===== src/rtl/wdt_two_stage.sv =====
module wdt_two_stage #(
  parameter int WIDTH      = 14,
  parameter int STAB_LEVEL = 'h3E00
) (
  input  logic clk,
  input  logic rst_n,
  input  logic tick,
  input  logic kick,
  input  logic wake,
  input  logic pwr_off,
  output logic uflow_flag,
  output logic bark_flag,
  output logic sys_rst,
  output logic sw_ready
);
  localparam logic [WIDTH-1:0] TOP  = '1;
  localparam logic [WIDTH-1:0] STAB = WIDTH'(STAB_LEVEL);

  logic [WIDTH-1:0] cnt;
  logic             asleep;

  wire              at_zero = (cnt == '0);
  wire [WIDTH-1:0]  dec     = cnt - 1'b1;

  always_ff @(posedge clk or negedge rst_n) begin
    if (!rst_n) begin
      cnt        <= TOP;
      uflow_flag <= 1'b0;
      bark_flag  <= 1'b0;
      sys_rst    <= 1'b0;
      sw_ready   <= 1'b0;
      asleep     <= 1'b0;
    end else if (sys_rst) begin
      if (tick) begin
        cnt        <= TOP;
        uflow_flag <= 1'b0;
        bark_flag  <= 1'b0;
        sys_rst    <= 1'b0;
        sw_ready   <= 1'b0;
        asleep     <= 1'b0;
      end
    end else if (asleep) begin
      if (wake) begin
        asleep     <= 1'b0;
        cnt        <= TOP;
        uflow_flag <= 1'b0;
        bark_flag  <= 1'b0;
      end
    end else if (pwr_off) begin
      asleep   <= 1'b1;
      sw_ready <= 1'b0;
    end else if (kick) begin
      cnt        <= TOP;
      uflow_flag <= 1'b0;
      bark_flag  <= 1'b0;
    end else if (tick) begin
      if (at_zero) begin
        cnt <= TOP;
        if (uflow_flag) begin
          bark_flag <= 1'b1;
          sys_rst   <= 1'b1;
        end else begin
          uflow_flag <= 1'b1;
        end
      end else begin
        cnt <= dec;
        if (dec == STAB) sw_ready <= 1'b1;
      end
    end
  end
endmodule


===== config.mk =====
export PLATFORM = sky130hd
export DESIGN_NAME = wdt_two_stage
export DESIGN_NICKNAME = d
export VERILOG_FILES = /design/src/rtl/wdt_two_stage.sv
export SDC_FILE = /design/constraint.sdc
export NUM_CORES = 1
export LEC_CHECK = 0
export BUFFER_PORTS_ARGS = -buffer_cell sky130_fd_sc_hd__buf_2
export CORE_MARGIN = 1
export CORE_UTILIZATION = 33
export DETAILED_ROUTE_END_ITERATION = 12
export GPL_TIMING_DRIVEN = 0
export MAX_ROUTING_LAYER = met4
export SYNTH_ARGS = -nofsm -noshare
export SYNTH_HDL_FRONTEND = slang
export SYNTH_SLANG_ARGS = --single-unit

===== constraint.sdc =====
create_clock -name clk -period 1.9 [get_ports clk]
set_clock_uncertainty 0.05 [all_clocks]
set_input_delay 0 -clock clk [delete_from_list [all_inputs] [get_ports clk]]
set_output_delay 0 -clock clk [all_outputs]
set_load 0.05 [all_outputs]

==> results.cfg <==
[detailed_routing]
wl_met3_um = 169
drtPass1Iterations = 4
ant_nets = 0
vias = 1195
wl_met1_mm = 1.44
vias_per_cell = 5.53
top_layer = met4
drc = 0
wl_per_cell_um = 14.8
drt-total-wl_mm = 3.19
wl_met2_mm = 1.54
drt_iter0_drc = 59

[logic_synthesis]
ys_ff_latch = 19
ys.warnings.count = 0
synth_fp_nets = 147
syn_area_per_cell_um2 = 8.49
netlist_area_um2 = 1180
yosysSeqAreaShare = 0.418
syn_inst = 139
yosysTopAreaCell = dfstp_2
synth-edff-count = 0
netlist-cell-type-count = 38
synth.area.top_cells = dfstp_2 (31%), dfrtp_1 (11%), a21oi_1 (9.3%)
ys.flop_type = dfstp_2
synth_common_cells = a21oi_1 (22), nor2_1 (15), dfstp_2 (14), nand2_1 (11), nand3_1 (11)
synthArstFlopShare = 1.00
synth_most_common_cell = a21oi_1
yosys.area.top_type_share = 0.312

[layout]
ff_latch_area_um2 = 494
antenna_cells = 0
drive_gt1_frac = 0.394
fin_util = 0.464
fin_area_um2 = 1570
multiInputGateArea_um2 = 743
num-nets-final = 179
fillers = 314
area_growth_pct = 33.3

[clocking]
cts_htree_levels = 1
clock_latency_ps = 310
cts_sinks = 19
clk_pin_slew_ps = 110
cts_tree = built
cts_buffers = 3
cts_root_buffer = clkbuf_4
cts_buffer_depth = 2

[sta]
holdWs_ps = -10.5
relSlewSlack = 0.709
finalHoldViolations = 1
setup_viol = 1
clock.fmax_ghz = 0.490
fin_ws_ps = -140
fin_crit_ps = 2040
worstMarginPinSlew_ps = 433
finalMaxSlewViolations = 0
fin_crit_sh = 1.07
rsz0062_at_grt = yes

[setup_path]
endpoint = sw_ready
reg2reg_from = cnt[0]
crit_path_max_incr_delay_ps = 600
critPathBufInv = 0
critical_path.endpoint_type = flop
rrSetupSlack_ps = -140
crit_path_start = cnt[0]
crit_slowest_cell = dfstp_2
critical_path_required_ps = 2100
r2r-end = sw_ready
worstSetupPathDepth = 6
crit_type = flop to flop
worst_setup_path_start_kind = flop
crit_path_max_fanout = 4
cp_cell_sequence = ha_4 -> nand4b_1 -> a2111oi_2 -> o211ai_1 -> or4_1 -> o21ai_1
r2r_cells = 6
arrival_ps = 2240
cp_top_family = simple AND/OR/NAND/NOR gates

[status]
status = complete, but fails checks
violations = negative hold slack, negative setup slack

[power_and_ir_drop]
p_leak_nw = 0.610
power_density_nw_per_um2 = 536
irDropWorstVdd_v = 0.000272
total_power_uw = 842

[grt]
grt_usage = 0.191
gr-total-overflow = 0
grt_pass1_wl_mm = 5.11
antenna_found_initial = 0
grt_pass1_vias = 1117
grt_max_degree = 20

[floorplan]
fp.dieW_um = 61.8
rows = 21
core-area_um2 = 3390
pin_count = 10
die_h_um = 61.8
die_area_um2 = 3820
initial_core_util = 0.348

[place]
globalplace.congestion = 0.832
dpl.hpwl_mm = 2.03
io_buffers = 9
dpl_cell_area_um2 = 1290

[flow_run]
drv_cap = 0

[worst_hold_path]
hp-class = input pin to flop
## sequential cells by signal, summed over array words and instances (netlist names)
name	count
sw_ready	1
cnt	14
sys_rst	1
bark_flag	1
asleep	1
uflow_flag	1
## stage by stage
stage | TNS, ps | cells | worst slack [ps] | hold WS (ps)
detailed placement | -4240 | 194 | -352 | -83.8
global route | -477 | 216 | -221 | 5.69
global placement | -3510 | 194 | -289 | -90.0
floorplan | -1130 | 139 | -167 | -346
finish | -140 | 216 | -140 | -10.5
CTS | -417 | 213 | -120 | 1.97
## cell families (layout without fill, tap and decap cells)
group | after synthesis | in the layout | synth area share
flops | 19 | 19 | 0.418
fa+ha+maj | 2 | 2 | 0.0212
compound gates | 46 | 46 | 0.221
buf+inv | 9 | 40 | 0.0307
simple gates | 61 | 61 | 0.295
xor+xnor | 2 | 2 | 0.0148
## cell type report
class	count	area share
multi-input combinational	111	0.473
sequential	19	0.314
timing repair buffer	31	0.146
tap	46	0.0366
clock buffer	4	0.0167
inverter	4	0.0111
buffer	1	0.00318
## metal layers
metal / GRT usage / vias to the layer above
met5: - / -
met4: 0.0667 / 0
met3: 0.0435 / 5
met2: 0.326 / 36
met1: 0.221 / 580
li1: - / 574
## report_power, final
group	leakage [nW]	internal, mW	total (mW)	switching [mW]
clock	0.0150	0.0821	0.215	0.133
sequential	0.214	0.438	0.470	0.0314
combinational	0.382	0.0702	0.157	0.0868
total	0.610	0.591	0.842	0.252
## worst min-delay path, delay by kind of cell
kind / cells / cell delay, ps
buffers and inverters: 1 / 80
AND/OR/NAND/NOR: 2 / 100
AO/OA/AOI/OAI: 1 / 150
## cells in the final DEF (no fill, tap or decap), types with 2 or more instances in the layout
cell	instances
dfrtp_1	4
nand3_1	11
nor4_4	2
nand2_1	10
clkbuf_4	3
a21oi_1	21
o21ai_0	9
dfstp_2	14
buf_6	3
dlygate4sd3_1	3
nor2_1	15
buf_4	16
or3_4	2
ha_4	2
nand2b_1	2
inv_1	2
o21a_1	2
a31oi_1	6
nor2b_1	2
nor3_1	2
buf_2	9
xnor2_1	2
## worst min path at each step
stage,start,to,slack (ps),depth (start not counted)
finish,wake,asleep,-10,4
global route,wake,asleep,6,4
CTS,wake,asleep,2,4
detailed placement,rst_n,asleep,-80,1
global placement,rst_n,asleep,-90,1
floorplan,rst_n,asleep,-350,0
## what timing repair did
action                     in CTS  in global routing
buffers inserted               12                  7
setup endpoints to repair      18                 17
hold endpoints to repair       21                  0
gates resized for setup        15                 14
pin swaps                       8                 15
hold buffers                    3                  0
No activity file was read; power rests on OpenSTA's default activity.
